===== config.mk =====
export PLATFORM = sky130hd
export DESIGN_NAME = pcie_evt_irq_unit
export DESIGN_NICKNAME = d
export VERILOG_FILES = /design/src/rtl/evt_irq_pkg.sv /design/src/rtl/evt_status_bank.sv /design/src/rtl/evt_class_gate.sv /design/src/rtl/evt_irq_out.sv /design/src/rtl/evt_reg_if.sv /design/src/rtl/pcie_evt_irq_unit.sv
export SDC_FILE = /design/constraint.sdc
export NUM_CORES = 1
export LEC_CHECK = 0
export BUFFER_PORTS_ARGS = -buffer_cell sky130_fd_sc_hd__buf_2
export CAP_MARGIN = 10
export CORE_MARGIN = 10
export CORE_UTILIZATION = 30
export CTS_CLUSTER_SIZE = 25
export DETAILED_ROUTE_END_ITERATION = 10
export PLACE_DENSITY = 0.55
export SKIP_LAST_GASP = 1
export SYNTH_ARGS = -nofsm -noshare
export SYNTH_HDL_FRONTEND = slang
export SYNTH_SLANG_ARGS = --single-unit

===== constraint.sdc =====
create_clock -name clk -period 4.2 [get_ports clk]
set_input_delay 0.21 -clock clk [delete_from_list [all_inputs] [get_ports clk]]
set_output_delay 0.21 -clock clk [all_outputs]
set_load 0.1 [all_outputs]

===== src/rtl/evt_irq_pkg.sv =====
package evt_irq_pkg;
  localparam int DATA_W = 32;
  localparam int INTX_N = 4;
  localparam int NREG   = 6;

  // word indices of the register map
  localparam int IDX_MSTAT = 0;
  localparam int IDX_MEN   = 1;
  localparam int IDX_XSTAT = 2;
  localparam int IDX_XEN   = 3;
  localparam int IDX_FILT  = 4;
  localparam int IDX_GLB   = 5;

  // filter bit positions
  localparam int FILT_PM  = 1;
  localparam int FILT_INT = 2;
  localparam int FILT_ERR = 3;
  localparam logic [3:0] FILT_IMPL = 4'b1110;

  // sparse miscellaneous layout and its classes
  localparam logic [DATA_W-1:0] CLS_BRIDGE = 32'h0000_00F3;
  localparam logic [DATA_W-1:0] CLS_ERR    = 32'h00D7_0000;
  localparam logic [DATA_W-1:0] CLS_PM     = 32'h0700_0000;
  localparam logic [DATA_W-1:0] MISC_IMPL  = CLS_BRIDGE | CLS_ERR | CLS_PM;
  localparam logic [INTX_N-1:0] INTX_IMPL  = '1;
endpackage


===== src/rtl/evt_status_bank.sv =====
module evt_status_bank #(
  parameter int W = 32,
  parameter logic [W-1:0] IMPL = '1
) (
  input  logic         clk,
  input  logic         rst_n,
  input  logic [W-1:0] set_i,
  input  logic [W-1:0] clr_i,
  output logic [W-1:0] stat_o
);
  for (genvar i = 0; i < W; i++) begin : g_bit
    if (IMPL[i]) begin : g_impl
      logic q;
      always_ff @(posedge clk) begin
        if (!rst_n) q <= 1'b0;
        else        q <= set_i[i] | (q & ~clr_i[i]);
      end
      assign stat_o[i] = q;
    end else begin : g_hole
      assign stat_o[i] = 1'b0;
    end
  end
endmodule


===== src/rtl/evt_class_gate.sv =====
module evt_class_gate
  import evt_irq_pkg::*;
(
  input  logic [DATA_W-1:0] evt_misc,
  input  logic [INTX_N-1:0] intx_lvl,
  input  logic [3:0]        filt,
  output logic [DATA_W-1:0] misc_set,
  output logic [INTX_N-1:0] intx_set
);
  logic [DATA_W-1:0] allow;
  logic unused_filt;

  assign unused_filt = filt[0];

  always_comb begin
    allow = CLS_BRIDGE;
    if (filt[FILT_ERR]) allow = allow | CLS_ERR;
    if (filt[FILT_PM])  allow = allow | CLS_PM;
  end

  assign misc_set = evt_misc & allow & MISC_IMPL;
  assign intx_set = intx_lvl & {INTX_N{filt[FILT_INT]}};
endmodule


===== src/rtl/evt_irq_out.sv =====
module evt_irq_out #(
  parameter int W = 32
) (
  input  logic [W-1:0] stat,
  input  logic [W-1:0] en,
  input  logic         glb,
  output logic         irq
);
  assign irq = glb & (|(stat & en));
endmodule


===== src/rtl/evt_reg_if.sv =====
module evt_reg_if
  import evt_irq_pkg::*;
#(
  parameter int ADDR_W = 8
) (
  input  logic              clk,
  input  logic              rst_n,
  input  logic              reg_wr,
  input  logic [ADDR_W-1:0] reg_addr,
  input  logic [DATA_W-1:0] reg_wdata,
  input  logic [DATA_W-1:0] misc_stat,
  input  logic [INTX_N-1:0] intx_stat,
  output logic [DATA_W-1:0] reg_rdata,
  output logic              wr_mstat,
  output logic              wr_xstat,
  output logic [DATA_W-1:0] misc_en,
  output logic [INTX_N-1:0] intx_en,
  output logic [3:0]        filt,
  output logic              glb
);
  localparam int IDX_W = ADDR_W - 2;

  logic [IDX_W-1:0] idx;
  logic [NREG-1:0]  sel;
  logic [NREG-1:0]  we;
  logic [DATA_W-1:0] word [NREG];
  logic unused_lsb;

  assign idx        = reg_addr[ADDR_W-1:2];
  assign unused_lsb = ^reg_addr[1:0];

  for (genvar k = 0; k < NREG; k++) begin : g_dec
    assign sel[k] = (idx == IDX_W'(k));
    assign we[k]  = reg_wr & sel[k];
  end

  assign wr_mstat = we[IDX_MSTAT];
  assign wr_xstat = we[IDX_XSTAT];

  always_ff @(posedge clk) begin
    if (!rst_n) begin
      misc_en <= '0;
      intx_en <= '0;
      filt    <= '0;
      glb     <= 1'b0;
    end else begin
      if (we[IDX_MEN])  misc_en <= reg_wdata & MISC_IMPL;
      if (we[IDX_XEN])  intx_en <= reg_wdata[INTX_N-1:0] & INTX_IMPL;
      if (we[IDX_FILT]) filt    <= reg_wdata[3:0] & FILT_IMPL;
      if (we[IDX_GLB])  glb     <= reg_wdata[0];
    end
  end

  assign word[IDX_MSTAT] = misc_stat;
  assign word[IDX_MEN]   = misc_en;
  assign word[IDX_XSTAT] = DATA_W'(intx_stat);
  assign word[IDX_XEN]   = DATA_W'(intx_en);
  assign word[IDX_FILT]  = DATA_W'(filt);
  assign word[IDX_GLB]   = DATA_W'(glb);

  always_comb begin
    reg_rdata = '0;
    for (int k = 0; k < NREG; k++) begin
      if (sel[k]) reg_rdata = reg_rdata | word[k];
    end
  end
endmodule


===== src/rtl/pcie_evt_irq_unit.sv =====
module pcie_evt_irq_unit
  import evt_irq_pkg::*;
#(
  parameter int ADDR_W = 8
) (
  input  logic              clk,
  input  logic              rst_n,
  input  logic              reg_wr,
  input  logic [ADDR_W-1:0] reg_addr,
  input  logic [31:0]       reg_wdata,
  output logic [31:0]       reg_rdata,
  input  logic [31:0]       evt_misc,
  input  logic [3:0]        intx_lvl,
  output logic              misc_irq,
  output logic              intx_irq
);
  logic [DATA_W-1:0] misc_stat, misc_en, misc_set, misc_clr;
  logic [INTX_N-1:0] intx_stat, intx_en, intx_set, intx_clr;
  logic [3:0]        filt;
  logic              glb, wr_mstat, wr_xstat;

  evt_reg_if #(.ADDR_W(ADDR_W)) u_regs (
    .clk(clk), .rst_n(rst_n), .reg_wr(reg_wr), .reg_addr(reg_addr),
    .reg_wdata(reg_wdata), .misc_stat(misc_stat), .intx_stat(intx_stat),
    .reg_rdata(reg_rdata), .wr_mstat(wr_mstat), .wr_xstat(wr_xstat),
    .misc_en(misc_en), .intx_en(intx_en), .filt(filt), .glb(glb)
  );

  evt_class_gate u_gate (
    .evt_misc(evt_misc), .intx_lvl(intx_lvl), .filt(filt),
    .misc_set(misc_set), .intx_set(intx_set)
  );

  assign misc_clr = wr_mstat ? reg_wdata : '0;
  assign intx_clr = wr_xstat ? reg_wdata[INTX_N-1:0] : '0;

  evt_status_bank #(.W(DATA_W), .IMPL(MISC_IMPL)) u_misc (
    .clk(clk), .rst_n(rst_n), .set_i(misc_set), .clr_i(misc_clr), .stat_o(misc_stat)
  );

  evt_status_bank #(.W(INTX_N), .IMPL(INTX_IMPL)) u_intx (
    .clk(clk), .rst_n(rst_n), .set_i(intx_set), .clr_i(intx_clr), .stat_o(intx_stat)
  );

  evt_irq_out #(.W(DATA_W)) u_misc_irq (
    .stat(misc_stat), .en(misc_en), .glb(glb), .irq(misc_irq)
  );

  evt_irq_out #(.W(INTX_N)) u_intx_irq (
    .stat(intx_stat), .en(intx_en), .glb(glb), .irq(intx_irq)
  );
endmodule


# Word level (Yosys, flattened, before mapping)
# Cells that the tools add are included.
totals:
  reg_bits: 42
  latch_bits: 0
  mem_bits_rw: 0
  romBits: 0
  input_bits: 79
  out_inout_bits: 34
  wordCells: 115
  memories: 0
classes:
  addsub: 0
  multipliers: 0
  n_div: 0
  n_lt_le_gt_ge: 0
  n_eq_ne: 5
  shifts: 0
  muxes: 10
  bitwise: 74
  reduce_logical: 3
op_table:
  columns: ["operator", "count"]
  rows:
  - ["$mux 32", 5]
  - ["$or 32x4->32", 3]
  - ["$mux 27", 3]
  - ["$and 27x27->27", 2]
  - ["$or 32x1->32", 1]
  - ["$reduce_or 32->1", 1]
  - ["$and 1x1->1", 27]
  - ["$or 27x27->27", 1]
  - ["$mux 24", 1]
  - ["$not 1->1", 19]
  - ["$or 1x1->1", 19]
  - ["$eq 6x2->1 const B", 2]
  - ["$eq 6x3->1 const B", 2]
  - ["$and 4x4->4", 2]
  - ["$eq 6x1->1 const B", 1]
  - ["$logic_not 6->1", 1]
  - ["$mux 4", 1]
  - ["$reduce_or 4->1", 1]

# Longest topological paths before layout
logic_depth:
  ltp_word: 12
  depth_mapped: 6
  depth_no_buf: 3

# Cells and area by module
# Synthesis repeated with hierarchy kept, for this count alone.
unflattened:
  hier_cells: 373
  hier_area_um2: 3198.1
modules_own_cells:
  columns: ["mod", "n_inst", "cells_each", "area_each_um2", "seq_area_each_um2"]
  rows:
  - ["evt_reg_if", 1, 178, 1519.0, 460.4]
  - ["evt_status_bank at u_misc", 1, 79, 762.0, 300.3]
  - ["pcie_evt_irq_unit", 1, 39, 280.3, 0.0]
  - ["evt_class_gate", 1, 37, 257.7, 0.0]
  - ["evt_status_bank at u_intx", 1, 16, 195.2, 80.1]
  - ["evt_irq_out at u_misc_irq", 1, 21, 161.4, 0.0]
  - ["evt_irq_out at u_intx_irq", 1, 3, 22.5, 0.0]

# Least setup slack after synthesis
# OpenSTA, ideal clock, no wires.
synth_timing:
  kind: "register to output"
  start: "register u_intx.g_bit[1].g_impl.q"
  end: "output intx_irq"
  arrival_ps: 2598
  required_ps: 3990
  slack_ps: 1392
  stages_incl_launch_ff: 3
  n_path_buf: 0
  cell_sequence: "dfxtp_1 > a22oi_1 > a21boi_0"
synth_via:
  elab_chain_len: 3
synth_rtl:
  columns: ["element", "line", "rtl"]
  rows:
  - ["from (decl)", "evt_status_bank.sv:13", "logic q;"]
  - ["from (signal assigned)", "evt_status_bank.sv:16", "else q <= set_i[i] | (q & ~clr_i[i]);"]
  - ["$and 4x4->4", "evt_irq_out.sv:9", "assign irq = glb & (|(stat & en));"]
  - ["$reduce_or 4->1", "evt_irq_out.sv:9", null]
  - ["$and 1x1->1", "evt_irq_out.sv:9", null]
  - ["to (decl)", "pcie_evt_irq_unit.sv:15", "output logic intx_irq"]
# Every way passes these cells.

# Final worst setup path
layout_timing:
  start: "input reg_addr[4]"
  end: "output reg_rdata[0]"
layout_via:
  elab_chain_len: 12
  word_cells_on_any_way: 17
  cone_classes: "5 x eq/ne; 6 x mux; 5 x bitwise; 1 x reduce/logical"
layout_rtl:
  columns: ["element", "line", "rtl"]
  rows:
  - ["from (decl)", "pcie_evt_irq_unit.sv:9", "input logic [ADDR_W-1:0] reg_addr,"]
  - ["$logic_not 6->1", "evt_reg_if.sv:33", "assign sel[k] = (idx == IDX_W'(k));"]
  - ["$mux 27", "evt_reg_if.sv:64", "if (sel[k]) reg_rdata = reg_rdata | word[k];"]
  - ["$or 27x27->27", "evt_reg_if.sv:64", null]
  - ["$mux 32", "evt_reg_if.sv:64", null]
  - ["$or 32x4->32", "evt_reg_if.sv:64", null]
  - ["$mux 32", "evt_reg_if.sv:64", null]
  - ["$or 32x4->32", "evt_reg_if.sv:64", null]
  - ["$mux 32", "evt_reg_if.sv:64", null]
  - ["$or 32x4->32", "evt_reg_if.sv:64", null]
  - ["$mux 32", "evt_reg_if.sv:64", null]
  - ["$or 32x1->32", "evt_reg_if.sv:64", null]
  - ["$mux 32 (*)", "evt_reg_if.sv:64", null]
  - ["to (decl)", "pcie_evt_irq_unit.sv:11", "output logic [31:0] reg_rdata,"]
# Mark *: on every way between the ends. The rest lies on a longest branch, timed or not.

==> results.json <==
{
  "synth.avg_cell_area_sq_um": 8.58,
  "post-place-ws_ps": 1470,
  "synth_area_leaders": "dfxtp_1, mux2i_1, nand2_1",
  "critPathBufInv": 2,
  "grt_pass1_wl_mm": 10.7,
  "worstPathArrival_ps": 2490,
  "setup_ws_ps": 1500,
  "final-setup-viol-count": 0,
  "regArea_sq_um": 841,
  "crit_type": "in2out",
  "syn_inst": 260,
  "fin_skew_ps": 6.48,
  "synth_top_area_share_pct": 37.7,
  "fillCellCount": 776,
  "drive_above_1_share_pct": 24.8,
  "timing.final.crit_period_ps": 2700,
  "drt-initial-drc-count": 96,
  "clk-insertion-delay-late_ps": 290,
  "crit_chain": "buf_2, or4_4, nor3_2, a221o_1, buf_2",
  "num_rows": 31,
  "path_clk_slew_ps": 80,
  "path_depth": 5,
  "detail-route-antenna-nets": 0,
  "viasPerCell": 4.98,
  "fin_crit_sh_pct": 64.2,
  "num_vias": 2042,
  "syn_area_sq_um": 2230,
  "critPathMaxFanout": 14,
  "reg2reg_depth": 2,
  "die_w_um": 106,
  "maxSlewViolCount": 0,
  "overflow": 0,
  "worstSetupEndpoint": "reg_rdata[0]",
  "rsz0062_at_grt": "false",
  "postCtsSetupRepairBufs": 0,
  "finalSetupTns_ps": 0,
  "crit_top_cell": "buf_2",
  "portBuffers": 63,
  "antenna_found_initial": 0,
  "fmax_ghz": 0.371,
  "die_h_um": 106,
  "p_leak_nw": 1.05,
  "max_stage_delay_ps": 790,
  "area_delta_synth_final_pct": 17.9,
  "drv_cap": 0,
  "cts_sinks": 42,
  "clk_path_buf_depth": 2,
  "reg2reg_slack_ps": 3070,
  "startpoint": "reg_addr[4]",
  "seq_area_frac_synth_pct": 37.7,
  "cts_tree": "done",
  "firstDrtPassIters": 4,
  "yosys_warnings": 0,
  "grtUsageTotal_pct": 11.6,
  "hp-class": "in2reg",
  "cts_max_level": 2,
  "status": "finished, final reports clean",
  "ys_seq_elements": 42,
  "hpwl_mm": 5.07,
  "cp-end-kind": "output port",
  "yosysUniqueCellTypes": 39,
  "worst_slew_pin_slew_ps": 1010,
  "totalWireLength_mm": 6.58,
  "r2r_start": "u_regs.filt[3]",
  "cts_resized": 0,
  "start_util_pct": 30.8,
  "ctsRootBufferMaster": "clkbuf_8",
  "grt_pass1_vias": 2093,
  "ctsHoldBuffers": 0,
  "r2r_end": "u_misc.g_bit[22].g_impl.q",
  "crit_path_top_delay_cell": "nor3_2",
  "powerDensity_nw_per_um2": 326,
  "grt_max_degree": 45,
  "cp.required_ps": 3990,
  "path_delay_family": "simple AND/OR/NAND/NOR gates",
  "cp-start-kind": "input pin",
  "drc_errors": 0,
  "multi_input_area_sq_um": 1200,
  "nets": 390,
  "cts_buffers": 5,
  "yosys.area.top_type": "dfxtp_1",
  "antenna_cells": 0,
  "peakVddDrop_mv": 0.138,
  "gp_congestion": 0.822,
  "wire_per_inst_um": 16.0,
  "slew_headroom_pct": 32.4,
  "core_sq_um": 7250,
  "boundaryPins": 113,
  "hold_viol": 0,
  "die_area_sq_um": 11300
}
per-stage QoR:
stage          std cells  hold slack (ps)  util [%]  total power, mW  area [sq um]
2_1_floorplan        274              311         -            0.519          2280
3_3_place_gp         403              415      34.7            0.541          2520
3_5_place_dp         403              424      34.7            0.542          2520
4_1_cts              410              109      36.3            0.864          2630
5_1_grt              410              109      36.3            0.895          2630
6_report             410              116      36.3            0.858          2630
routing by layer:
layer | vias up | wire length (um) | global-route usage (%)
met2 | 74 | 2960 | 17.8
met1 | 934 | 2920 | 14.7
met5 | - | 0 | 0
li1 | 1025 | - | -
met3 | 9 | 550 | 3.68
met4 | 0 | 144 | 4.74
logic make-up (layout without fill, tap and decap cells):
family / Yosys count / after routing / share of synthesized area (%)
AOI/OAI and AO/OA: 74 / 74 / 23.8
and+or+nand+nor: 75 / 75 / 16.0
buffers and inverters: 43 / 80 / 11.0
other: 1 / 15 / 0.168
muxes: 25 / 25 / 11.3
DFF: 42 / 42 / 37.7
Yosys cell counts (all sizes together):
library cell,number
a22o,13
mux2i,23
or3,1
and3,2
mux2,2
clkbuf,12
a221o,2
or4,1
a222oi,1
nor3,4
nor4,3
nand2,51
o2bb2ai,2
o21a,1
dfxtp,42
nor4bb,1
o21ai,9
a31oi,6
nand2b,1
inv,9
buf,22
o41ai,1
conb,1
a21oi,16
a22oi,8
nor2,4
a21boi,1
a311oi,13
nand4bb,1
nand4,1
nand3,5
o311ai,1
worst min-delay path by stage:
stage | from | end | slack, ps | cells after the start
global route | reg_wdata[24] | u_misc.g_bit[24].g_impl.q | 110 | 2
finish | reg_wdata[5] | u_misc.g_bit[5].g_impl.q | 120 | 2
detailed placement | reg_wdata[5] | u_misc.g_bit[5].g_impl.q | 420 | 2
floorplan | reg_wdata[0] | u_misc.g_bit[0].g_impl.q | 310 | 1
global placement | reg_wdata[7] | u_misc.g_bit[7].g_impl.q | 410 | 2
CTS | reg_wdata[24] | u_misc.g_bit[24].g_impl.q | 110 | 2
cell usage in the layout (no fill, tap or decap), types with 2 or more instances in the layout:
cell type and n:
conb_1 15, clkbuf_8 6, inv_1 9, mux2i_1 23, nor3_1 2, mux2_2 2, nand3_1 5, buf_2 63
a21oi_1 16, o21ai_0 9, a221o_1 2, nor2_1 4, a311oi_1 13, a31oi_1 6, a22o_1 13, a22oi_1 8
nor4_1 2, nand2_1 51, o2bb2ai_1 2, and3_1 2, dfxtp_1 42
power by group:
part / switching (mW) / internal, mW / leakage [nW]
Combinational: 0.0997 / 0.0253 / 0.649
Clock: 0.134 / 0.190 / 0.0573
Sequential: 0.00509 / 0.403 / 0.340
Total: 0.239 / 0.619 / 1.05
layout make-up:
class | instances | share of cell area, %
multi-input cells | 189 | 45.5
clock inverters | 1 | 1.14
clock buffers | 6 | 3.14
flip-flops and latches | 42 | 32.0
well taps | 99 | 4.71
repair buffers | 64 | 12.3
inverters | 9 | 1.28
sequential cells by signal (all words and copies together) (netlist names):
name / flops
u_intx.g_bit.g_impl.q: 4
u_misc.g_bit.g_impl.q: 15
u_regs.filt: 3
u_regs.glb: 1
u_regs.intx_en: 4
u_regs.misc_en: 15
Power figures use the tool's default switching activity.
